===== src/rtl/lq_pkg.sv =====
package lq_pkg;
    typedef enum logic {
        LQ_IDLE = 1'b0,
        LQ_WALK = 1'b1
    } lq_state_e;
endpackage


===== src/rtl/lq_ring_ptr.sv =====
module lq_ring_ptr #(
    parameter int DEPTH = 5,
    parameter int W     = $clog2(DEPTH)
) (
    input  logic         clk,
    input  logic         rst_n,
    input  logic         inc,
    input  logic         dec,
    output logic [W-1:0] ptr_o,
    output logic [W-1:0] ptr_inc_o,
    output logic [W-1:0] ptr_dec_o
);
    localparam logic [W-1:0] LAST = W'(DEPTH - 1);

    logic [W-1:0] ptr_q;

    always_comb begin
        ptr_inc_o = (ptr_q == LAST) ? '0 : ptr_q + 1'b1;
        ptr_dec_o = (ptr_q == '0) ? LAST : ptr_q - 1'b1;
        ptr_o     = ptr_q;
    end

    always_ff @(posedge clk or negedge rst_n) begin
        if (!rst_n)
            ptr_q <= '0;
        else if (inc && !dec)
            ptr_q <= ptr_inc_o;
        else if (dec && !inc)
            ptr_q <= ptr_dec_o;
    end

    // the pointer stays inside the ring
    a_r2_ptr_range: assert property (@(posedge clk) disable iff (!rst_n)
        ptr_q <= LAST);
endmodule


===== src/rtl/lq_free_calc.sv =====
module lq_free_calc #(
    parameter int LQ_CAP = 4,
    parameter int SQ_CAP = 4,
    parameter int LW     = 4,
    parameter int SW     = 3,
    parameter int OW     = 3
) (
    input  logic [LW-1:0] lq_occ_i,
    input  logic [SW-1:0] sq_cnt_i,
    output logic [OW-1:0] free_o
);
    int lq_room;
    int sq_room;

    always_comb begin
        lq_room = LQ_CAP - int'(lq_occ_i);
        sq_room = (int'(sq_cnt_i) >= SQ_CAP) ? 0 : SQ_CAP - int'(sq_cnt_i);
        free_o  = OW'((lq_room < sq_room) ? lq_room : sq_room);
    end
endmodule


===== src/rtl/load_queue.sv =====
module load_queue
    import lq_pkg::*;
#(
    parameter int  CAP      = 4,
    parameter int  SQ_CAP   = 4,
    parameter int  SEQ_W    = 8,
    parameter int  ADDR_W   = 16,
    localparam int DEPTH    = CAP + 1,
    localparam int IDX_W    = $clog2(DEPTH),
    localparam int CNT_W    = $clog2(CAP + 1),
    localparam int SQ_IDX_W = $clog2(SQ_CAP + 1),
    localparam int SQ_CNT_W = $clog2(SQ_CAP + 1),
    localparam int TAG_W    = SQ_IDX_W + 1
) (
    input  logic                clk,
    input  logic                rst_n,
    input  logic                alloc_i,
    input  logic [SEQ_W-1:0]    alloc_seq_i,
    output logic                alloc_rdy_o,
    input  logic [SQ_IDX_W-1:0] sq_tail_i,
    input  logic [SQ_CNT_W-1:0] sq_cnt_i,
    input  logic                addr_wr_i,
    input  logic [IDX_W-1:0]    addr_idx_i,
    input  logic [ADDR_W-1:0]   addr_val_i,
    input  logic                commit_i,
    input  logic [SEQ_W-1:0]    commit_seq_i,
    input  logic                squash_i,
    input  logic [SEQ_W-1:0]    squash_seq_i,
    input  logic                blk_set_i,
    input  logic [SEQ_W-1:0]    blk_seq_i,
    output logic                blocked_o,
    output logic [SEQ_W-1:0]    blocked_seq_o,
    output logic                busy_o,
    output logic                ovf_o,
    output logic [CNT_W-1:0]    free_o,
    output logic [CNT_W-1:0]    occ_o,
    output logic [IDX_W-1:0]    head_o,
    output logic [IDX_W-1:0]    tail_o,
    output logic [DEPTH-1:0]    vld_o,
    output logic [SEQ_W-1:0]    head_seq_o,
    output logic [ADDR_W-1:0]   head_addr_o,
    output logic                head_av_o,
    output logic [TAG_W-1:0]    head_tag_o
);
    localparam logic [TAG_W-1:0] TAG_NONE  = '1;
    localparam logic [IDX_W:0]   DEPTH_X   = (IDX_W + 1)'(DEPTH);
    localparam logic [IDX_W:0]   CAP_X     = (IDX_W + 1)'(CAP);

    lq_state_e state_q, state_d;

    logic [DEPTH-1:0]  vld_q;
    logic [SEQ_W-1:0]  seq_q  [DEPTH];
    logic [ADDR_W-1:0] addr_q [DEPTH];
    logic [DEPTH-1:0]  av_q;
    logic [TAG_W-1:0]  tag_q  [DEPTH];

    logic [SEQ_W-1:0] bound_q;
    logic             ovf_q;
    logic             blk_q;
    logic [SEQ_W-1:0] blk_seq_q;

    logic [IDX_W-1:0] head_q, head_inc, head_dec;
    logic [IDX_W-1:0] tail_q, tail_inc, tail_dec;
    logic [IDX_W:0]   occ_w;
    logic             empty_w, full_w;
    logic             alloc_take, alloc_drop_full, commit_take, walk_take;

    lq_ring_ptr #(.DEPTH(DEPTH), .W(IDX_W)) i_head_ptr (
        .clk(clk), .rst_n(rst_n), .inc(commit_take), .dec(1'b0),
        .ptr_o(head_q), .ptr_inc_o(head_inc), .ptr_dec_o(head_dec)
    );

    lq_ring_ptr #(.DEPTH(DEPTH), .W(IDX_W)) i_tail_ptr (
        .clk(clk), .rst_n(rst_n), .inc(alloc_take), .dec(walk_take),
        .ptr_o(tail_q), .ptr_inc_o(tail_inc), .ptr_dec_o(tail_dec)
    );

    lq_free_calc #(.LQ_CAP(CAP), .SQ_CAP(SQ_CAP), .LW(IDX_W + 1),
                   .SW(SQ_CNT_W), .OW(CNT_W)) i_free (
        .lq_occ_i(occ_w), .sq_cnt_i(sq_cnt_i), .free_o(free_o)
    );

    // occupancy and request qualification
    always_comb begin
        if (tail_q >= head_q)
            occ_w = {1'b0, tail_q} - {1'b0, head_q};
        else
            occ_w = {1'b0, tail_q} + DEPTH_X - {1'b0, head_q};
        empty_w         = (head_q == tail_q);
        full_w          = (tail_inc == head_q);
        alloc_take      = alloc_i && (state_q == LQ_IDLE) && !squash_i && !full_w;
        alloc_drop_full = alloc_i && (state_q == LQ_IDLE) && !squash_i && full_w;
        commit_take     = commit_i && !empty_w && (seq_q[head_q] <= commit_seq_i);
        walk_take       = (state_q == LQ_WALK)
                        && (occ_w > {{IDX_W{1'b0}}, commit_take})
                        && (seq_q[tail_dec] > bound_q);
    end

    // state register
    always_ff @(posedge clk or negedge rst_n) begin
        if (!rst_n) state_q <= LQ_IDLE;
        else        state_q <= state_d;
    end

    // next state: start, step, stop
    always_comb begin
        state_d = state_q;
        unique case (state_q)
            LQ_IDLE: if (squash_i) state_d = LQ_WALK;
            LQ_WALK: if (!squash_i && !walk_take) state_d = LQ_IDLE;
            default: state_d = LQ_IDLE;
        endcase
    end

    // outputs
    always_comb begin
        busy_o        = (state_q == LQ_WALK);
        alloc_rdy_o   = (state_q == LQ_IDLE) && !full_w;
        ovf_o         = ovf_q;
        occ_o         = CNT_W'(occ_w);
        head_o        = head_q;
        tail_o        = tail_q;
        vld_o         = vld_q;
        head_seq_o    = seq_q[head_q];
        head_addr_o   = addr_q[head_q];
        head_av_o     = av_q[head_q];
        head_tag_o    = tag_q[head_q];
        blocked_o     = blk_q;
        blocked_seq_o = blk_seq_q;
    end

    // flush bound, overflow pulse, blocked record
    always_ff @(posedge clk or negedge rst_n) begin
        if (!rst_n) begin
            bound_q   <= '0;
            ovf_q     <= 1'b0;
            blk_q     <= 1'b0;
            blk_seq_q <= '0;
        end else begin
            ovf_q <= alloc_drop_full;
            if (squash_i)
                bound_q <= (state_q == LQ_WALK && bound_q < squash_seq_i)
                         ? bound_q : squash_seq_i;
            if (blk_set_i) begin
                blk_q     <= 1'b1;
                blk_seq_q <= blk_seq_i;
            end else if (squash_i && blk_q && squash_seq_i < blk_seq_q) begin
                blk_q     <= 1'b0;
                blk_seq_q <= '0;
            end
        end
    end

    // entry storage
    generate
        for (genvar g = 0; g < DEPTH; g++) begin : g_slot
            always_ff @(posedge clk or negedge rst_n) begin
                if (!rst_n) begin
                    vld_q[g]  <= 1'b0;
                    av_q[g]   <= 1'b0;
                    seq_q[g]  <= '0;
                    addr_q[g] <= '0;
                    tag_q[g]  <= '0;
                end else begin
                    if (alloc_take && tail_q == IDX_W'(g)) begin
                        vld_q[g] <= 1'b1;
                        av_q[g]  <= 1'b0;
                        seq_q[g] <= alloc_seq_i;
                        tag_q[g] <= (sq_cnt_i == '0) ? TAG_NONE
                                                      : TAG_W'(sq_tail_i);
                    end
                    if (addr_wr_i && addr_idx_i == IDX_W'(g) && vld_q[g]) begin
                        addr_q[g] <= addr_val_i;
                        av_q[g]   <= 1'b1;
                    end
                    if ((commit_take && head_q == IDX_W'(g)) ||
                        (walk_take && tail_dec == IDX_W'(g)))
                        vld_q[g] <= 1'b0;
                end
            end
        end
    endgenerate

    // never more than CAP entries
    a_r2_cap_bound: assert property (@(posedge clk) disable iff (!rst_n)
        occ_w <= CAP_X);
    // a dropped allocation leaves the tail alone and pulses the flag
    a_r6_full_drop: assert property (@(posedge clk) disable iff (!rst_n)
        (alloc_i && !busy_o && !squash_i && occ_w == CAP_X)
        |=> ($stable(tail_q) && ovf_o));
    // nothing is added while the walk runs
    a_r8_no_growth: assert property (@(posedge clk) disable iff (!rst_n)
        busy_o |=> (occ_w <= $past(occ_w)));
    // the head only moves on a commit that covers it
    a_r4_commit_order: assert property (@(posedge clk) disable iff (!rst_n)
        (head_q != $past(head_q)) |->
        ($past(commit_i) && ($past(head_seq_o) <= $past(commit_seq_i))));
    // valid bits match occupancy
    a_r12_vld_count: assert property (@(posedge clk) disable iff (!rst_n)
        $countones(vld_q) == int'(occ_w));
    // the blocked record only falls on an older flush
    a_r10_blk_clear: assert property (@(posedge clk) disable iff (!rst_n)
        $fell(blk_q) |-> ($past(squash_i) && $past(squash_seq_i) < $past(blk_seq_q)));
endmodule


===== config.mk =====
export PLATFORM = sky130hd
export DESIGN_NAME = load_queue
export DESIGN_NICKNAME = d
export VERILOG_FILES = /design/src/rtl/lq_pkg.sv /design/src/rtl/lq_ring_ptr.sv /design/src/rtl/lq_free_calc.sv /design/src/rtl/load_queue.sv
export SDC_FILE = /design/constraint.sdc
export NUM_CORES = 1
export LEC_CHECK = 0
export CORE_ASPECT_RATIO = 0.75
export CORE_MARGIN = 10
export CORE_UTILIZATION = 51
export CTS_CLUSTER_DIAMETER = 40
export CTS_CLUSTER_SIZE = 24
export DETAILED_ROUTE_END_ITERATION = 10
export DONT_BUFFER_PORTS = 1
export GPL_TIMING_DRIVEN = 1
export PLACE_DENSITY = 0.71
export SYNTH_ARGS = -nofsm -noshare
export SYNTH_HDL_FRONTEND = slang
export SYNTH_SLANG_ARGS = --single-unit

===== constraint.sdc =====
create_clock -name clk -period 4.2 [get_ports clk]
set_input_delay 0.21 -clock clk [delete_from_list [all_inputs] [get_ports clk]]
set_output_delay 0.21 -clock clk [all_outputs]
set_load 0.02 [all_outputs]

Word level (Yosys, flattened, before mapping)

Index checks and enable logic that the tools add are counted.

Flip-flop bits (word level): 175
Output and inout port bits: 58

Add/sub/neg operators: 8
Magnitude comparators: 11
Equality and inequality tests: 18
Muxes and demuxes: 50
Bitwise gates (word level): 4
Reduce and logical (&&, ||, !) cells: 68

Operators with widths:

| operator              | number |
|---|---|
| $bmux W16 S3          | 1 |
| $bmux W8 S3           | 2 |
| $mux W8               | 6 |
| $logic_and A1 B1 Y1   | 40 |
| $lt A5 B32 Y1         | 1 |
| $mux W16              | 2 |
| $mux W32              | 1 |
| $mux W1               | 25 |
| $eq A3 B2 Y1 const B  | 8 |
| $reduce_bool A2 Y1    | 12 |
| $mux W3               | 6 |
| $lt A8 B8 Y1          | 2 |
| $mux W4               | 4 |
| $logic_not A3 Y1      | 5 |
| $bmux W4 S3           | 1 |
| $eq A3 B1 Y1 const B  | 4 |
| $eq A3 B3 Y1 const B  | 4 |
| $ge A4 B4 Y1 const B  | 2 |
| $gt A8 B8 Y1          | 1 |
| $le A8 B8 Y1          | 1 |
| $not A3 Y4            | 2 |
| $add A3 B1 Y3 const B | 2 |
| $eq A3 B3 Y1          | 2 |
| $logic_not A1 Y1      | 5 |
| other kinds (15)      | 20 |

Depth between registers and ports, before layout

Gate-level depths: netlist of run 1.

Depth after elaboration: 13
Mapped depth: 21
Gate-level depth less buffers: 19

Modules after synthesis

A second synthesis of run 1 with hierarchy kept.

Cells, all modules: 852
Area total of the unflattened synthesis: 9,736.8 um2

By module, submodules not included:

| module       | instances | cells each | area each (um2) | seq. area each (um2) |
|---|---|---|---|---|
| load_queue   | 1         | 759        | 8,952.3         | 4,229.1 |
| lq_ring_ptr  | 2         | 32         | 277.8           | 75.1 |
| lq_free_calc | 1         | 29         | 229.0           | 0.0 |

Worst setup path before layout of run 1

No wires, ideal clock.

Kind: register -> register
Start: reg i_head_ptr.ptr_q[0], in the netlist i_head_ptr.ptr_o[0]
End: reg i_tail_ptr.ptr_q[2], in the netlist i_tail_ptr.ptr_o[2]
Setup time: 0.137 ns
Arrival time: 4.914 ns
Setup slack: -0.851 ns
Cell stages (with the launch flop): 20
Period minus slack after synthesis: 5.051 ns
Cell sequence: dfrtp_1 buf_2 inv_1 nor2_1 clkbuf_1 a21oi_1 o22ai_1 ha_1 o21ai_0 o21ai_0 a2111oi_0 o21a_1 buf_2 ha_1 o211ai_1 nor3b_1 or4_1 ha_1 a211oi_1 a21oi_1

Word-level cells in the longest chain between the ends: 12

RTL lines:

| what                                          | line              | text |
|---|---|---|
| start, declared                               | lq_ring_ptr.sv:15 | `logic [W-1:0] ptr_q;` |
| start signal, assigned                        | lq_ring_ptr.sv:27 | `ptr_q <= ptr_inc_o;` |
| start signal, assigned                        | lq_ring_ptr.sv:29 | `ptr_q <= ptr_dec_o;` |
| $not A3 Y4 (*)                                | -                 |  |
| $bmux W8 S3 (*)                               | -                 |  |
| $mux W8 (*) (2 in a row)                      | -                 |  |
| net head_seq_o[6]                             | load_queue.sv:40  | `output logic [SEQ_W-1:0] head_seq_o,` |
| $le A8 B8 Y1 (*)                              | load_queue.sv:93  | `commit_take = commit_i && !empty_w && (seq_q[head_q] <= commit_seq_i);` |
| $logic_and A1 B1 Y1 (*)                       | load_queue.sv:93  |  |
| net commit_take                               | load_queue.sv:66  | `logic alloc_take, alloc_drop_full, commit_take, walk_take;` |
| $gt A4 B1 Y1 (*)                              | load_queue.sv:95  | `&& (occ_w > {{IDX_W{1'b0}}, commit_take})` |
| $logic_and A1 B1 Y1 (*)                       | load_queue.sv:95  |  |
| $logic_and A1 B1 Y1 (*)                       | load_queue.sv:96  | `&& (seq_q[tail_dec] > bound_q);` |
| $logic_not A1 Y1                              | lq_ring_ptr.sv:26 | `else if (inc && !dec)` |
| $logic_and A1 B1 Y1                           | lq_ring_ptr.sv:26 |  |
| $mux W3 or $reduce_bool A2 Y1 (tied branches) | -                 |  |
| end signal, assigned                          | lq_ring_ptr.sv:27 |  |
| end signal, assigned                          | lq_ring_ptr.sv:29 |  |
| end, declared                                 | lq_ring_ptr.sv:15 |  |

Mark *: on every way through the listed nets, which the timed path passes. The rest lies on a longest branch. The select of a mux whose other input is x is not followed.
A chain may end at the register's enable or synchronous reset.

Worst setup path after layout of run 1

Start: reg i_head_ptr.ptr_q[0], in the netlist i_head_ptr.ptr_o[0]
End: reg i_tail_ptr.ptr_q[1], in the netlist i_tail_ptr.ptr_o[1]

Word-level cells in the longest chain between the ends: 12

RTL lines:

| what                                          | line |
|---|---|
| $not A3 Y4 (implied by the code)              | load_queue.sv:93 |
| $bmux W8 S3                                   | load_queue.sv:93 |
| $mux W8 (implied by the code) (2 in a row)    | load_queue.sv:93 |
| $le A8 B8 Y1                                  | load_queue.sv:93 |
| $logic_and A1 B1 Y1                           | load_queue.sv:93 |
| $gt A4 B1 Y1                                  | load_queue.sv:95 |
| $logic_and A1 B1 Y1                           | load_queue.sv:95 |
| $logic_and A1 B1 Y1                           | load_queue.sv:96 |
| $logic_not A1 Y1                              | lq_ring_ptr.sv:26 |
| $logic_and A1 B1 Y1                           | lq_ring_ptr.sv:26 |
| $mux W3 or $reduce_bool A2 Y1 (tied branches) | - |

Several ways; a longest one is shown, not always the timed one. The select of a mux whose other input is x is not followed.

==> results of run 1 <==
state kept, by name, indices dropped and copies added (netlist names):
signal,cells
seq_q,40
addr_q,80
tag_q,20
ovf_o,1
blocked_seq_o,8
bound_q,8
blocked_o,1
vld_o,5
i_tail_ptr.ptr_o,3
busy_o,1
av_q,5
i_head_ptr.ptr_o,3
cell type report:
cell class                 count  share of cell area, %
inverter                      52                   1.72
sequential                   175                   38.0
clock buffer                  17                   3.68
multi-input combinational    603                   44.2
tap                          247                   2.68
timing repair buffer         104                   8.36
clock inverter                15                   1.42
where the power goes:
group | internal, mW | leakage [nW] | switching, mW
combinational | 2.74 | 2.88 | 3.26
clock | 0.801 | 0.289 | 0.774
sequential | 2.41 | 2.27 | 0.550
worst max-delay path: cells and delay by family (launching register included):
family	cells	cell delay, ns
compound gates	8	1.25
fa+ha+maj	3	0.72
buf+inv	1	0.17
flops	1	0.45
simple gates	5	0.99
mux	1	0.51
kinds of logic (layout without fill, tap and decap cells):
logic type	count (synthesis)	count (layout)
fa+ha+maj	60	60
flops	175	175
xor+xnor	5	5
buf+inv	90	188
other cells	1	2
simple gates	168	168
compound gates	162	162
mux	206	206
path summary, 6_finish.rpt:
kind                       depth (start not counted)                              end                            start
min in group clk                                   2                  ovf_o$_DFF_PN0_                         squash_i
setup reg to reg                                  18  i_tail_ptr.ptr_o[1]$_DFFE_PN0P_  i_head_ptr.ptr_o[0]$_DFFE_PN0P_
hold reg to reg                                    2             tag_q[7]$_DFFE_PN0P_             tag_q[7]$_DFFE_PN0P_
max in group asynchronous                          0           addr_q[27]$_DFFE_PN0P_                            rst_n
setup / recovery                                  18  i_tail_ptr.ptr_o[1]$_DFFE_PN0P_  i_head_ptr.ptr_o[0]$_DFFE_PN0P_
hold / removal                                     0            seq_q[15]$_DFFE_PN0P_                            rst_n
Yosys cell counts (2+ instances only):
library cell / count
o22ai_1: 27
nand3_4: 2
and2_1: 3
nand3_1: 11
clkbuf_1: 23
ha_1: 57
nor2_1: 61
o311a_1: 2
dfrtp_1: 175
nand4_1: 6
a32o_1: 3
fa_1: 3
o21ai_0: 42
buf_2: 7
a31oi_1: 6
nor3_1: 5
nand4_4: 2
buf_6: 5
o21a_1: 2
mux2_1: 8
nor2b_1: 9
inv_1: 51
nor3b_1: 2
nand3b_1: 2
a211oi_1: 3
xnor2_1: 4
mux2i_1: 79
mux4_2: 3
nand2_1: 50
a21oi_1: 54
o211ai_1: 6
a21o_1: 3
o31ai_1: 2
buf_1: 2
o21ai_1: 3
nand2b_1: 7
mux2_2: 116
routing by layer:
layer / wire [µm] / GRT usage (%) / part of all wire (%) / vias to the layer above
met5: 13 / 0 / 0.050 / -
met4: 170 / 3.78 / 0.66 / 2
met3: 2350 / 7.92 / 9.1 / 15
met2: 11100 / 29.3 / 43 / 220
met1: 12300 / 29.8 / 47 / 3642
li1: - / - / - / 3283
stage by stage:
stage | TNS [ns] | total power [mW] | std cells | area [µm²]
2_1_floorplan | -0.00767 | 6.67 | 868 | 9760
3_3_place_gp | 0 | 8.20 | 1123 | 10200
3_5_place_dp | -0.366 | 8.30 | 1123 | 10200
4_1_cts | 0 | 10.2 | 1202 | 11400
5_1_grt | -0.765 | 11.3 | 1213 | 11600
6_report | 0 | 10.5 | 1213 | 11600
timing repair:
item | 4_1_cts | 5_1_grt
hold endpoints to repair | 314 | 175
buffers inserted | 3 | 10
pin swaps | 1 | 15
gates resized for setup | 14 | 26
endpoints found under the setup margin | 7 | 10
cloned | 1 | 0
==> impl_metrics.yaml, run 1 <==
outcome:
  status: "complete, but fails checks"
  violations: "negative hold slack"
synth:
  synth-xor-area-share_pct: 0.531
  synth-adder-area-share_pct: 8.01
  yosysWarnings: 0
  mappedNetlistArea_um2: 9660
  syn_avg_cell_area_um2: 11.1
  netlist_instances: 867
  synth_compound_area_share_pct: 10.0
  synthMuxAreaShare_pct: 23.3
  yosysTopAreaCellShare_pct: 45.3
  synth_top_family_by_area: "multiplexers"
  yosys_register_bits: 175
  synth_cell_type_count: 58
  async_reset_ff_share_pct: 100
  yosys.area.top_type: "dfrtp_1"
  yosys.area_share.simple_pct: 8.68
  synth-main-ff-cell: "dfrtp_1"
  synth_edf_count: 0
  seq_area_frac_synth_pct: 45.3
  synthTopCellsByArea: "dfrtp_1 (45%), mux2_2 (14%), mux2i_1 (8.2%), ha_1 (7.4%), a21oi_1 (2.8%)"
timing:
  setup_viol: 0
  fmaxAchievable_mhz: 239
  rsz0062_at_grt: "yes"
  clock_skew_ns: 0.0124
  hold-worst-slack_ns: -0.519
  fin_crit_sh_pct: 99.7
  slew_viol_final: 0
  worst_slew_pin_slew_ns: 1.22
  worst_slack_ns: 0.0144
  relSlewSlack_pct: 18.2
  hold_viol: 175
  period_needed_ns: 4.19
clocking:
  htree_levels: 4
  postCtsHoldBufs: 43
  cts_tree: "yes"
  worstSkewPairLatency_ns: 0.43
  clk_pin_slew_ns: 0.07
  cts_inserted_buffers: 17
  clk_path_buf_depth: 2
  clock-root-buffer: "clkbuf_16"
  cts.sinks: 175
setup_path:
  reg2reg_slack_ns: 0.01
  crit_path_max_incr_delay_ns: 0.57
  critPathMaxFanout: 5
  arrival_ns: 4.51
  start_kind: "flip-flop"
  required_ns: 4.52
  crit_path_top_delay_cell: "or4_4"
  cp-end-kind: "flip-flop"
  worstPathCellList: "mux4_2 > nand2_2 > o31ai_4 > ha_1 > a211oi_2 > o21ai_1 > a2111oi_2 > buf_4 > o21a_4 > ha_4 > o211ai_1 > nor3b_2 > or4_4 > ha_4 > nand3b_1 > o21ai_1 > nor2_1 > a21oi_1"
  path_class: "flip-flop to flip-flop"
routing:
  drcViolationCount: 0
  wirelength_mm: 25.9
  drtAntennaViolNets: 0
  vias: 7162
  drt_iter0_drc: 517
  dr.pass1.iters: 5
  post_drt_via_cell_ratio: 5.90
  wl_per_cell_um: 21.4
worst_hold_path:
  min-delay-path-class: "primary input to asynchronous set/reset pin"
floorplan:
  placeableCoreArea_um2: 18600
  io_pins: 122
  die_h_um: 139
  start_util_pct: 52.0
  rows: 43
  fp.dieW_um: 179
  die_area_um2: 24900
global_routing:
  grt_pass1_vias: 7282
  antenna_found_initial: 1
  grt_pass1_wl_mm: 41.1
  grt_util_all_layers_pct: 20.8
  overflow: 0
  grt_max_degree: 176
power_and_ir_drop:
  p_leak_nw: 5.44
  power_density_nw_per_um2: 912
  max-vdd-ir-drop_uv: 1090
layout:
  layout-drive-gt1-share_pct: 27.2
  final_common_cell: "dfrtp_1"
  fin_nets: 1077
  multi_input_area_um2: 5100
  fillers: 1484
  diodes: 0
  seqCellArea_um2: 4390
  most-common-layout-cells: "dfrtp_1 (172), mux2_2 (115), mux2i_1 (78)"
  utilization_pct: 62.2
  area_delta_synth_final_pct: 19.6
job:
  drv_cap: 0
place:
  hpwl_mm: 17.7
  gp_congestion: 0.904
  port_buffers: 0
  pre_cts_ws_ns: -0.115
(Power assumes the default switching activity.)
==> inputs of run 2 (changes only) <==
--- a/config.mk
+++ b/config.mk
@@ -5,7 +5,7 @@
 export SDC_FILE = /design/constraint.sdc
 export NUM_CORES = 1
 export LEC_CHECK = 0
-export CORE_ASPECT_RATIO = 0.75
+export CORE_ASPECT_RATIO = 1.75
 export CORE_MARGIN = 10
 export CORE_UTILIZATION = 51
 export CTS_CLUSTER_DIAMETER = 40
==> run 2 against run 1 <==
  * The flow still finishes with violations (negative hold slack)
  * Total power grew 0.47%
  * Clock-buffer cell count grew 1
  * Design area grew 0.30%
  * Largest power group unchanged
  * Combinational power grew 1%
  * Critical path depth shrank 2
  * Sequential share of layout area shrank 0.11 points
  * Fmax grew 2.1%
  * Wire length grew 0.40%
  * Register-to-register slack gained 0.19 ns
  * Final cell count is essentially flat
  * Setup slack gained 0.088 ns
==> impl_metrics.yaml, run 2 (synthesis results as in run 1) <==
layout:
  final_common_cell: "dfrtp_1"
  multi_input_area_um2: 5150
  registers.top_by_ff_count: "addr_q"
  finalInstanceArea_um2: 11600
  fillers: 1483
  largest_registers: "addr_q: 80 flops, seq_q: 40 flops, tag_q: 20 flops"
  seqCellArea_um2: 4390
  area_delta_synth_final_pct: 20.0
  fin_nets: 1085
  utilization_pct: 62.4
  largest_reg_flops: 80
  layout-drive-gt1-share_pct: 28.2
  most-common-layout-cells: "dfrtp_1 (172), mux2_2 (115), mux2i_1 (77)"
clocking:
  postCtsHoldBufs: 42
  cts_tree: "yes"
  cts.sinks: 175
  worstSkewPairLatency_ns: 0.43
  clk_path_buf_depth: 2
  htree_levels: 4
  clock-root-buffer: "clkbuf_16"
  cts_inserted_buffers: 17
  clk_pin_slew_ns: 0.07
timing:
  fin_crit_sh_pct: 97.6
  relSlewSlack_pct: 22.3
  period_needed_ns: 4.10
  hold_viol: 175
  worst_slew_pin_slew_ns: 1.16
  hold-worst-slack_ns: -0.521
  worst_slack_ns: 0.102
  rsz0062_at_grt: "yes"
  clock_skew_ns: 0.0122
  setup_viol: 0
  fmaxAchievable_mhz: 244
  slew_viol_final: 0
setup_path:
  worstPathCellList: "buf_12 > ha_4 > fa_2 > fa_2 > nand2_2 > nor2_2 > a21oi_2 > buf_4 > o21ai_2 > xnor2_1 > ha_1 > nand2_1 > nand4b_1 > o221ai_2 > mux2i_1 > buf_4"
  r2r_end: "i_tail_ptr.ptr_o[0]$_DFFE_PN0P_"
  start_kind: "flip-flop"
  arrival_ns: 3.89
  cp-end-kind: "output pin"
  critPathMaxFanout: 5
  crit_path_top_delay_cell: "dfrtp_4"
  reg2reg_slack_ns: 0.20
  required_ns: 3.99
  rr_worst_depth: 18
  crit_path_max_incr_delay_ns: 0.53
  reg2reg_from: "i_head_ptr.ptr_o[0]$_DFFE_PN0P_"
  path_class: "flip-flop to output pin"
outcome:
  violations: "negative hold slack"
  status: "complete, but fails checks"
global_routing:
  overflow: 0
  grt_pass1_vias: 7540
  antenna_found_initial: 2
  grt_util_all_layers_pct: 20.8
  grt_max_degree: 176
  grt_pass1_wl_mm: 40.7
place:
  placed_area_um2: 10300
  hpwl_mm: 18.1
  gp_congestion: 0.896
  port_buffers: 0
  pre_cts_ws_ns: -0.0692
power_and_ir_drop:
  p_leak_nw: 5.46
  power_density_nw_per_um2: 913
  max-vdd-ir-drop_uv: 407
routing:
  wirelength_mm: 26.1
  wl_per_cell_um: 21.5
  drcViolationCount: 0
  drt_iter0_drc: 462
  vias: 7140
  dr.pass1.iters: 4
  drtAntennaViolNets: 0
  post_drt_via_cell_ratio: 5.88
floorplan:
  io_pins: 122
  die_h_um: 202
  die_area_um2: 25100
  start_util_pct: 52.0
  rows: 66
  fp.dieW_um: 124
  placeableCoreArea_um2: 18600
job:
  drv_cap: 0
worst_hold_path:
  min-delay-path-class: "primary input to asynchronous set/reset pin"
-- run 2: changes by cell type in the layout (fill, tap and decap cells not counted), moves of 3 or more --
cell / previous run / this run
inv_8: 4 / 0
o21ai_1: 9 / 4
nand2_2: 1 / 4
buf_4: 55 / 65
clkinv_2: 0 / 6
o21ai_2: 1 / 4
clkinv_8: 3 / 0
-- run 2: final cells by class --
| class | instances | share of cell area, % |
|---|---|---|
| tap | 238 | 2.57 |
| clock inverter | 14 | 1.21 |
| timing repair buffer | 112 | 8.52 |
| multi-input combinational | 603 | 44.4 |
| inverter | 52 | 1.68 |
| sequential | 175 | 37.9 |
| clock buffer | 18 | 3.70 |
| antenna | 2 | 0.0432 |
-- run 2: per-stage QoR --
stage | std cells | TNS [ns] | total power, mW
after global placement | 1122 | 0 | 8.20
after global routing | 1213 | -0.318 | 11.3
after CTS | 1200 | 0 | 10.2
after detailed placement | 1122 | -0.182 | 8.33
final | 1214 | 0 | 10.6
after floorplan | 868 | -0.00767 | 6.67
-- run 2: worst max-delay path by stage --
stage                                    startpoint                               to  slack (ns)
floorplan           i_head_ptr.ptr_o[0]$_DFFE_PN0P_  i_tail_ptr.ptr_o[2]$_DFFE_PN0P_      -0.008
global placement    i_head_ptr.ptr_o[0]$_DFFE_PN0P_  i_tail_ptr.ptr_o[1]$_DFFE_PN0P_       0.009
detailed placement  i_head_ptr.ptr_o[0]$_DFFE_PN0P_  i_tail_ptr.ptr_o[1]$_DFFE_PN0P_       -0.07
CTS                 i_head_ptr.ptr_o[0]$_DFFE_PN0P_  i_tail_ptr.ptr_o[1]$_DFFE_PN0P_        0.01
global route        i_head_ptr.ptr_o[0]$_DFFE_PN0P_                        free_o[0]        -0.1
finish              i_head_ptr.ptr_o[0]$_DFFE_PN0P_                        free_o[0]        0.10
-- run 2: worst max-delay path: cells and delay by family (launching register included) --
kind,cells,cell delay (ns)
AOI/OAI and AO/OA,3,0.52
xor gates and xnor gates,1,0.17
adders and majority gates,4,1.16
buffers and inverters,3,0.48
DFF,1,0.53
muxes,1,0.23
and+or+nand+nor,4,0.36
-- run 2: power by group --
group          leakage (nW)  internal [mW]  switching [mW]
Clock                 0.280          0.876           0.684
Sequential             2.27           2.41           0.535
Combinational          2.90           2.75            3.33
-- run 2: layer usage --
layer  GRT usage (%)  up-vias  part of all wire, %
li1                -     3297                    -
met1            22.2     3562                   36
met2            36.8      214                   53
met3            5.25       67                  6.7
met4            9.83        0                  4.2
met5               0        -                    0
-- run 2: timing repair --
| action | 4_1_cts | 5_1_grt |
|---|---|---|
| setup endpoints to repair | 7 | 12 |
| pin swaps | 4 | 14 |
| resized for setup | 17 | 31 |
| endpoints found under the hold margin | 313 | 175 |
| setup buffers | 4 | 12 |
